### config.mk
export PLATFORM = sky130hd
export DESIGN_NAME = tx_feed_array
export DESIGN_NICKNAME = d
export VERILOG_FILES = /design/src/rtl/tx_feed_pkg.sv /design/src/rtl/tx_rate_ticker.sv /design/src/rtl/tx_start_gate.sv /design/src/rtl/tx_chan_feeder.sv /design/src/rtl/tx_feed_array.sv
export SDC_FILE = /design/constraint.sdc
export NUM_CORES = 1
export LEC_CHECK = 0
export CAP_MARGIN = 20
export CORE_AREA = 5 5 177 179
export CTS_CLUSTER_DIAMETER = 100
export DETAILED_ROUTE_END_ITERATION = 8
export DIE_AREA = 0 0 182 184
export DONT_BUFFER_PORTS = 1
export MAX_ROUTING_LAYER = met4
export PLACE_DENSITY_LB_ADDON = 0.3
export SYNTH_ARGS = -nofsm -noshare
export SYNTH_HDL_FRONTEND = slang
export SYNTH_SLANG_ARGS = --single-unit
export TNS_END_PERCENT = 100
### constraint.sdc
create_clock -name clk -period 3.2 [get_ports clk]
set_input_delay 0.64 -clock clk [delete_from_list [all_inputs] [get_ports clk]]
set_output_delay 0.64 -clock clk [all_outputs]
set_load 0.01 [all_outputs]
### src/rtl/tx_feed_pkg.sv
package tx_feed_pkg;

    localparam int SAMPLE_W   = 16;
    localparam int WORD_W     = 2 * SAMPLE_W;
    localparam int RATE_FLOOR = 4;

    typedef enum logic [1:0] {
        FEED_IDLE   = 2'd0,
        FEED_ARMED  = 2'd1,
        FEED_STREAM = 2'd2
    } feed_state_e;

endpackage

### src/rtl/tx_rate_ticker.sv
module tx_rate_ticker
    import tx_feed_pkg::*;
#(
    parameter int RATE_W = 8
) (
    input  logic              clk,
    input  logic              rst_n,
    input  logic              clear,
    input  logic              run,
    input  logic [RATE_W-1:0] rate_in,
    output logic              tick
);

    localparam logic [RATE_W-1:0] FLOOR = RATE_W'(RATE_FLOOR);

    logic [RATE_W-1:0] rate_eff;
    logic [RATE_W-1:0] cnt_q;

    // values under the floor are raised to it
    assign rate_eff = (rate_in < FLOOR) ? FLOOR : rate_in;

    always_ff @(posedge clk) begin
        if (!rst_n) begin
            cnt_q <= '0;
        end else if (clear || !run) begin
            cnt_q <= '0;
        end else if (cnt_q == '0) begin
            cnt_q <= rate_eff - RATE_W'(1);
        end else begin
            cnt_q <= cnt_q - RATE_W'(1);
        end
    end

    assign tick = run && !clear && (cnt_q == '0);

    assert_tick_spacing_R2: assert property (@(posedge clk) disable iff (!rst_n)
        tick |=> !tick);

endmodule

### src/rtl/tx_start_gate.sv
module tx_start_gate #(
    parameter int TIME_W = 32
) (
    input  logic [TIME_W-1:0] now_time,
    input  logic [TIME_W-1:0] start_time,
    output logic              due
);

    logic [TIME_W-1:0] lead;

    // modular difference; sign bit clear means the start time is reached
    assign lead = now_time - start_time;
    assign due  = ~lead[TIME_W-1];

endmodule

### src/rtl/tx_chan_feeder.sv
module tx_chan_feeder
    import tx_feed_pkg::*;
#(
    parameter int TIME_W = 32,
    parameter int RATE_W = 8
) (
    input  logic                clk,
    input  logic                rst_n,
    input  logic                clear,
    input  logic [TIME_W-1:0]   now_time,
    input  logic [TIME_W-1:0]   start_time,
    input  logic [RATE_W-1:0]   rate_in,
    input  logic [WORD_W-1:0]   fifo_data,
    input  logic                fifo_empty,
    output logic                fifo_rd,
    output logic [SAMPLE_W-1:0] smp_i,
    output logic [SAMPLE_W-1:0] smp_q,
    output logic                smp_strobe,
    output logic                underrun,
    output logic                chan_idle
);

    feed_state_e state_q;
    feed_state_e state_d;
    logic        due;
    logic        tick;
    logic        starve;

    tx_start_gate #(.TIME_W(TIME_W)) u_gate (
        .now_time   (now_time),
        .start_time (start_time),
        .due        (due)
    );

    tx_rate_ticker #(.RATE_W(RATE_W)) u_ticker (
        .clk     (clk),
        .rst_n   (rst_n),
        .clear   (clear),
        .run     (state_q == FEED_STREAM),
        .rate_in (rate_in),
        .tick    (tick)
    );

    assign starve  = (state_q == FEED_STREAM) && tick && fifo_empty;
    assign fifo_rd = (state_q == FEED_STREAM) && tick && !fifo_empty;

    always_comb begin
        state_d = state_q;
        if (clear) begin
            state_d = FEED_IDLE;
        end else begin
            unique case (state_q)
                FEED_IDLE:   if (!fifo_empty) state_d = FEED_ARMED;
                FEED_ARMED:  if (due)         state_d = FEED_STREAM;
                FEED_STREAM: if (starve)      state_d = FEED_IDLE;
                default:                      state_d = FEED_IDLE;
            endcase
        end
    end

    always_ff @(posedge clk) begin
        if (!rst_n) state_q <= FEED_IDLE;
        else        state_q <= state_d;
    end

    always_ff @(posedge clk) begin
        if (!rst_n || clear) begin
            smp_strobe <= 1'b0;
            smp_i      <= '0;
            smp_q      <= '0;
            underrun   <= 1'b0;
        end else begin
            smp_strobe <= fifo_rd;
            if (fifo_rd) begin
                smp_i <= fifo_data[SAMPLE_W-1:0];
                smp_q <= fifo_data[WORD_W-1:SAMPLE_W];
            end else if (state_d != FEED_STREAM) begin
                smp_i <= '0;
                smp_q <= '0;
            end
            if (starve) underrun <= 1'b1;
        end
    end

    assign chan_idle = (state_q == FEED_IDLE);

    assert_hold_until_due_R3: assert property (@(posedge clk) disable iff (!rst_n)
        (state_q == FEED_ARMED && !due && !clear) |=> (state_q == FEED_ARMED));

    assert_pop_then_strobe_R4: assert property (@(posedge clk) disable iff (!rst_n)
        (fifo_rd && !clear) |=> (smp_strobe && smp_q == $past(fifo_data[WORD_W-1:SAMPLE_W])));

    assert_quiet_outside_stream_R5: assert property (@(posedge clk) disable iff (!rst_n)
        (state_q != FEED_STREAM) |-> (smp_i == '0 && smp_q == '0 && !smp_strobe));

    assert_underrun_sticky_R6: assert property (@(posedge clk) disable iff (!rst_n)
        (underrun && !clear) |=> underrun);

    assert_strobe_single_R1: assert property (@(posedge clk) disable iff (!rst_n)
        smp_strobe |=> !smp_strobe);

    assert_clear_idles_R9: assert property (@(posedge clk) disable iff (!rst_n)
        clear |=> (chan_idle && !underrun && !smp_strobe));

endmodule

### src/rtl/tx_feed_array.sv
module tx_feed_array
    import tx_feed_pkg::*;
#(
    parameter int NUM_CH = 4,
    parameter int TIME_W = 32,
    parameter int RATE_W = 8
) (
    input  logic                       clk,
    input  logic                       rst_n,
    input  logic                       clear,
    input  logic [TIME_W-1:0]          now_time,
    input  logic [NUM_CH*TIME_W-1:0]   start_time,
    input  logic [NUM_CH*RATE_W-1:0]   rate,
    input  logic [NUM_CH*WORD_W-1:0]   fifo_data,
    input  logic [NUM_CH-1:0]          fifo_empty,
    output logic [NUM_CH-1:0]          fifo_rd,
    output logic [NUM_CH*SAMPLE_W-1:0] smp_i,
    output logic [NUM_CH*SAMPLE_W-1:0] smp_q,
    output logic [NUM_CH-1:0]          smp_strobe,
    output logic [NUM_CH-1:0]          chan_idle,
    output logic                       underrun_any
);

    logic [NUM_CH-1:0] underrun_vec;

    for (genvar c = 0; c < NUM_CH; c++) begin : g_chan
        tx_chan_feeder #(
            .TIME_W (TIME_W),
            .RATE_W (RATE_W)
        ) u_feed (
            .clk        (clk),
            .rst_n      (rst_n),
            .clear      (clear),
            .now_time   (now_time),
            .start_time (start_time[c*TIME_W +: TIME_W]),
            .rate_in    (rate[c*RATE_W +: RATE_W]),
            .fifo_data  (fifo_data[c*WORD_W +: WORD_W]),
            .fifo_empty (fifo_empty[c]),
            .fifo_rd    (fifo_rd[c]),
            .smp_i      (smp_i[c*SAMPLE_W +: SAMPLE_W]),
            .smp_q      (smp_q[c*SAMPLE_W +: SAMPLE_W]),
            .smp_strobe (smp_strobe[c]),
            .underrun   (underrun_vec[c]),
            .chan_idle  (chan_idle[c])
        );
    end

    assign underrun_any = |underrun_vec;

    assert_pop_only_nonempty_R11: assert property (@(posedge clk) disable iff (!rst_n)
        fifo_rd |=> $past(fifo_empty) == '0 || (($past(fifo_rd) & $past(fifo_empty)) == '0));

endmodule

==> results.py, run 1 <==
metrics = {
    "outcome": {
        "result_of_the_run": "finished clean",
    },
    "clock_tree": {
        "cts_hold_repair.buffers": 0,
        "clock_slew_at_reported_path_ffs_ns": 0.07,
        "clkLatencyLatePin_ns": 0.44,
        "post-cts-setup-buffer-count": 0,
        "tritoncts": "built",
        "cts.sinks": 176,
        "tritoncts.num_buffers": 17,
        "h-tree-depth": 4,
        "cts-resized-gates": 0,
        "ctsRootBufferMaster": "sky130_fd_sc_hd__clkbuf_16",
        "clock_tree.buffer_depth": 2,
    },
    "synthesis": {
        "syn_area_um2": 10600,
        "syn-instance-count": 1258,
        "async_reset_ff_share_pct": 0,
        "flip_flop_and_latch_count_after_synthesis": 176,
        "yosys.cell_types.count": 62,
        "synth-warning-count": 0,
        "synth_area_per_cell_um2": 8.40,
        "synth_top_flop_cell": "sky130_fd_sc_hd__dfxtp_1",
        "synthesis.nets": 1709,
        "synth-edff-count": 0,
        "ys_seq_area_share_pct": 33.4,
    },
    "floorplanning": {
        "floorplan.die.height_um": 184,
        "placement_rows": 63,
        "pin_count": 468,
        "area_inside_the_core_boundary_um2": 29400,
        "initial_utilization_pct": 35.9,
        "die_area_um2": 33500,
        "die_w_um": 182,
    },
    "critical_path": {
        "worst_ep_required_time_ns": 2.56,
        "cp_max_fo": 14,
        "timing.critical_path.to_type": "output port",
        "setup.worst_path.class": "reg -> out",
        "arrival_time_at_the_worst_endpoint_ns": 2.02,
        "setup.worst_path.start_class": "flip-flop",
    },
    "cells_and_area": {
        "layout.cells.most_common": "sky130_fd_sc_hd__inv_1",
        "design_area_um2": 11600,
        "antenna_cells_inserted": 0,
        "fin_util_pct": 39.3,
        "layout.cells.most_common_list": "190 x sky130_fd_sc_hd__inv_1, 176 x sky130_fd_sc_hd__dfxtp_1, 124 x sky130_fd_sc_hd__ha_1",
        "final_cell_count_without_fillers": 1635,
        "drive_gt1_share_pct": 7.87,
        "seq_area_um2": 3520,
        "fill_cells": 3027,
        "area_growth_syn_to_layout_pct": 9.51,
        "finalNetCount": 1683,
        "multi_input_area_um2": 6020,
    },
    "power": {
        "p_per_area_nw_per_um2": 432,
        "net_load_switching_power_mw": 1.25,
        "combinationalPowerShare_pct": 10.8,
        "leakagePower_nw": 5.17,
        "p_int_mw": 3.75,
        "switching_share_pct": 25.0,
        "clock_power_share_pct": 45.1,
        "worst_ir_drop_vdd_uv": 336,
        "power.sequential.fraction_pct": 44.1,
    },
    "timing": {
        "hold_viol": 0,
        "rsz_0062_raised_after_global_routing": "false",
        "worst_slew_margin_rel_pct": 57.0,
        "max_freq_mhz": 376,
        "final.setup_skew_ns": 0.0100,
        "timing.final.crit_share_pct": 83.1,
        "maxSlewViolCount": 0,
        "setup_viol_count_final": 0,
        "time_the_worst_path_needs_with_i_o_delays_and_setup_ns": 2.66,
        "totalNegativeSetupSlack_ns": 0,
        "tightest_slew_ns": 0.645,
    },
    "detailed_routing": {
        "dr_total_vias": 9077,
        "final_routed_drc_violation_total": 0,
        "totalWireLength_um": 33300,
        "drt-initial-drc-count": 527,
        "avgRoutedWirePerCell_um": 20.4,
        "dr.pass1.iters": 5,
        "avgViaCountPerCell": 5.55,
        "detail-route-antenna-nets": 0,
    },
    "global_routing": {
        "grt.total_usage_pct": 19.4,
        "grt-ovfl-total": 0,
        "antenna_found_initial": 0,
        "vias_in_the_first_global_route": 9040,
        "grt_first_pass_wirelength_um": 50300,
        "grt_max_degree": 68,
    },
    "placed_design": {
        "hpwl_um": 26900,
        "finalWeightedCongestion": 0.941,
        "place.detailed.instances": 1603,
        "buffer_ports.inserted": 0,
        "placed_area_um2": 10900,
    },
    "worst_hold_path": {
        "hold_path.class": "in -> reg",
    },
    "job": {
        "drv.max_cap_violation_count": 0,
    },
}
cell usage after synthesis, types with 15 or more instances:
library cell | number | share of area (%)
sky130_fd_sc_hd__a21o_1 | 40 | 2.8
sky130_fd_sc_hd__a21oi_1 | 92 | 4.4
sky130_fd_sc_hd__a22o_1 | 32 | 2.7
sky130_fd_sc_hd__a22oi_1 | 65 | 4.6
sky130_fd_sc_hd__a31o_2 | 31 | 2.6
sky130_fd_sc_hd__a32o_1 | 32 | 3.0
sky130_fd_sc_hd__clkbuf_1 | 49 | 1.7
sky130_fd_sc_hd__dfxtp_1 | 176 | 33
sky130_fd_sc_hd__ha_1 | 124 | 15
sky130_fd_sc_hd__inv_1 | 190 | 6.8
sky130_fd_sc_hd__nand2_1 | 49 | 1.7
sky130_fd_sc_hd__nand4_1 | 15 | 0.89
sky130_fd_sc_hd__nor2_1 | 68 | 2.4
sky130_fd_sc_hd__o21ai_0 | 71 | 3.4
sky130_fd_sc_hd__o21ai_1 | 30 | 1.4
path summary, 6_finish.rpt:
| kind | start | end | depth (start not counted) | slack [ns] |
|---|---|---|---|---|
| hold / removal | fifo_empty[3] | g_chan[3].u_feed.state_q[0] | 1 | 0.30 |
| hold reg to reg | g_chan[3].u_feed.underrun | g_chan[3].u_feed.underrun | 2 | 0.48 |
| setup reg to reg | g_chan[0].u_feed.u_ticker.cnt_q[3] | g_chan[0].u_feed.u_ticker.cnt_q[6] | 10 | 0.81 |
| setup / recovery | g_chan[2].u_feed.u_ticker.cnt_q[1] | fifo_rd[2] | 3 | 0.54 |
registers in the layout, summed over array words and instances (netlist names):
register	flops
g_chan.u_feed.smp_i	64
g_chan.u_feed.smp_q	64
g_chan.u_feed.u_ticker.cnt_q	32
g_chan.u_feed.state_q	8
g_chan.u_feed.smp_strobe	4
g_chan.u_feed.underrun	4
worst max-delay path, cell delays in order (launching register included):
cell                      delay (ns)
sky130_fd_sc_hd__dfxtp_1        0.33
sky130_fd_sc_hd__nor4_1         0.41
sky130_fd_sc_hd__and3b_1        0.52
sky130_fd_sc_hd__and3_1         0.33
final cells by class:
type | count | share of cell area (%)
multi-input combinational | 823 | 52.0
tap | 390 | 4.22
clock buffer | 18 | 3.71
clock inverter | 14 | 1.74
inverter | 190 | 6.16
timing repair buffer | 24 | 1.67
sequential | 176 | 30.5
routing by layer:
layer	up-vias	track usage [%]	part of all wire (%)
li1	4480	-	-
met2	383	33.0	50
met4	0	6.21	2.1
met5	-	-	0
met3	46	5.92	8.8
met1	4168	22.0	39
cells by family (layout without fill, tap and decap cells):
family	count (synthesis)	after routing	share of synthesized area, %
AO/OA/AOI/OAI	444	444	28.8
XOR/XNOR	19	19	1.58
adder cells (fa/ha/maj)	124	124	14.7
buffers and inverters	259	246	9.89
flip-flops	176	176	33.4
multiplexers	7	7	0.711
AND/OR/NAND/NOR	229	229	10.9
power groups by stage:
stage,sequential (mW),combinational (mW),clock (mW)
finish,2.20,0.542,2.26
global route,2.20,0.629,2.39
CTS,2.20,0.549,2.33
detailed placement,2.25,0.547,0
global placement,2.25,0.535,0
floorplan,2.25,0.409,0
metrics by stage:
stage	total power, mW	setup slack [ns]	hold slack, ns
2_1_floorplan	2.66	0.337	0.428
4_1_cts	5.08	0.523	0.274
3_3_place_gp	2.79	0.107	0.466
5_1_grt	5.23	0.306	0.282
6_report	5.00	0.540	0.304
3_5_place_dp	2.80	0.0884	0.470
(Power assumes the default switching activity.)
==> run 2, diff against run 1 <==
==> constraint.sdc (replaced) <==
create_clock -name clk -period 2.5 [get_ports clk]
set_input_delay 0.5 -clock clk [delete_from_list [all_inputs] [get_ports clk]]
set_output_delay 0.5 -clock clk [all_outputs]
set_load 0.01 [all_outputs]
==> run 2 against run 1 <==
Compared with the run above:
- total power up 22%
- global-route usage decreased by 0.13 points
- critical path depth rose by 6
- setup slack got worse by 0.43 ns
==> results.py, run 2 (synthesized netlist as in run 1, its figures left out) <==
metrics = {
    "outcome": {
        "result_of_the_run": "finished clean",
    },
    "worst_hold_path": {
        "hold_path.class": "in -> reg",
        "holdCritStartpoint": "fifo_empty[3]",
        "worst_hold_end": "g_chan[3].u_feed.state_q[0]",
        "worstHoldPathCells": 1,
    },
    "detailed_routing": {
        "avgRoutedWirePerCell_um": 20.4,
        "drt-initial-drc-count": 474,
        "avgViaCountPerCell": 5.51,
        "detail-route-antenna-nets": 0,
        "totalWireLength_um": 33900,
        "final_routed_drc_violation_total": 0,
        "dr.pass1.iters": 5,
        "dr_total_vias": 9167,
    },
    "timing": {
        "max_freq_mhz": 418,
        "timing.final.crit_share_pct": 95.6,
        "final.setup_skew_ns": 0.0106,
        "setup_viol_count_final": 0,
        "worst_slew_margin_rel_pct": 14.0,
        "rsz_0062_raised_after_global_routing": "false",
        "fin_hold_ws_ns": 0.167,
        "hold_viol": 0,
        "time_the_worst_path_needs_with_i_o_delays_and_setup_ns": 2.39,
        "fin_ws_ns": 0.110,
        "maxSlewViolCount": 0,
        "tightest_slew_ns": 1.27,
    },
    "placed_design": {
        "buffer_ports.inserted": 0,
        "preCtsSetupSlack_ns": -0.414,
        "place.detailed.instances": 1629,
        "hpwl_um": 27000,
        "finalWeightedCongestion": 0.942,
    },
    "global_routing": {
        "grt.total_usage_pct": 19.3,
        "grt-ovfl-total": 0,
        "antenna_found_initial": 0,
        "grt_max_degree": 69,
        "globalRoute.busiestLayer": "met2",
        "grt_first_pass_wirelength_um": 50100,
        "global_route.usage.met1_pct": 21.2,
        "vias_in_the_first_global_route": 8887,
        "met3_usage_pct": 6.03,
        "grt_use_met2_pct": 33.6,
    },
    "floorplanning": {
        "floorplan.die.height_um": 184,
        "initial_utilization_pct": 35.9,
        "die_w_um": 182,
        "die_area_um2": 33500,
        "area_inside_the_core_boundary_um2": 29400,
        "pin_count": 468,
        "placement_rows": 63,
    },
    "power": {
        "p_per_area_nw_per_um2": 515,
        "worst_ir_drop_vdd_uv": 439,
        "leakagePower_nw": 5.29,
        "total_power_mw": 6.10,
    },
    "job": {
        "drv.max_cap_violation_count": 0,
    },
    "critical_path": {
        "timing.critical_path.to_type": "flip-flop",
        "crit_slowest_cell": "sky130_fd_sc_hd__mux2_4",
        "critical_path_buf_inv_count": 1,
        "timing.critical_path.cells": "inv_12 -> ha_4 -> a21o_1 -> a221o_1 -> a221o_1 -> a211o_1 -> a41o_4 -> mux2_4 -> a21o_1",
        "worst_ep_required_time_ns": 2.82,
        "cp_max_fo": 16,
        "worst-path-stages": 9,
        "setup.worst_path.class": "in -> reg",
        "arrival_time_at_the_worst_endpoint_ns": 2.71,
        "reg2reg_from": "g_chan[0].u_feed.u_ticker.cnt_q[3]",
        "worst_path_largest_cell_delay_ns": 0.41,
        "setup.worst_path.start_class": "input pin",
        "reg2reg_depth": 10,
        "timing.reg2reg.setup_slack_ns": 0.19,
        "critical_path.top_delay_family": "compound AO/OA/AOI/OAI gates",
        "regToRegEndpoint": "g_chan[0].u_feed.u_ticker.cnt_q[6]",
    },
    "cells_and_area": {
        "fill_cells": 2976,
        "finalNetCount": 1711,
        "layout.cells.most_common": "sky130_fd_sc_hd__inv_1",
        "top_regs": "g_chan.u_feed.smp_i (64), g_chan.u_feed.smp_q (64), g_chan.u_feed.u_ticker.cnt_q (32)",
        "antenna_cells_inserted": 0,
        "layout.cells.most_common_list": "187 x sky130_fd_sc_hd__inv_1, 176 x sky130_fd_sc_hd__dfxtp_1, 120 x sky130_fd_sc_hd__ha_1",
        "seq_area_um2": 3520,
        "drive_gt1_share_pct": 11.1,
        "fin_util_pct": 40.3,
        "multi_input_area_um2": 6120,
        "final_cell_count_without_fillers": 1663,
        "area_growth_syn_to_layout_pct": 12.1,
    },
    "clock_tree": {
        "tritoncts.num_buffers": 17,
        "h-tree-depth": 4,
        "clock_tree.buffer_depth": 2,
        "cts.sinks": 176,
        "tritoncts": "built",
        "clkLatencyLatePin_ns": 0.43,
        "post-cts-setup-buffer-count": 0,
        "ctsRootBufferMaster": "sky130_fd_sc_hd__clkbuf_16",
        "clock_slew_at_reported_path_ffs_ns": 0.07,
    },
}
-- run 2: worst max-delay path by stage --
| stage | from | endpoint | slack, ns |
|---|---|---|---|
| after global routing | start_time[108] | g_chan[3].u_feed.state_q[1] | 0.001 |
| after floorplan | start_time[117] | g_chan[3].u_feed.smp_i[10] | -0.20 |
| after global placement | start_time[116] | g_chan[3].u_feed.state_q[1] | -0.39 |
| after CTS | start_time[116] | g_chan[3].u_feed.state_q[1] | 0.05 |
| final | start_time[116] | g_chan[3].u_feed.smp_q[8] | 0.11 |
| after detailed placement | start_time[116] | g_chan[3].u_feed.state_q[1] | -0.41 |
-- run 2: stage by stage --
stage,area [µm²],setup TNS (ns)
after floorplan,10700,-6.24
after global placement,11200,-34.66
after detailed placement,11200,-37.35
after CTS,11800,0
after global routing,11800,0
final,11800,0
-- run 2: area by class of cell --
class,instances,area share (%)
Timing Repair Buffer,50,3.49
Clock inverter,11,0.665
Multi-Input combinational cell,825,51.7
Clock buffer,21,4.06
Sequential cell,176,29.7
Inverter,190,6.25
Tap cell,390,4.12
-- run 2: where the power goes --
part	total [mW]	internal (mW)	switching [mW]
clock	2.53	1.38	1.14
sequential	2.82	2.81	0.0105
combinational	0.752	0.347	0.405
total	6.10	4.54	1.56
-- run 2: timing repair --
item                                    4_1_cts  5_1_grt
endpoints found under the setup margin        0       38
hold buffers                                  0        0
gates resized for setup                       0        4
-- run 2: worst register-to-register path, delay by kind of cell (launching register included) --
| kind | cells | cell delay (ns) |
|---|---|---|
| AOI/OAI and AO/OA | 4 | 0.56 |
| and+or+nand+nor | 5 | 1.01 |
| adders and majority gates | 1 | 0.22 |
| DFF | 1 | 0.39 |
-- run 2: layer usage --
metal	routed length (µm)	vias to the layer above
met3	2670	34
met5	0	-
met2	17200	357
met4	573	0
li1	-	4532
met1	13400	4244
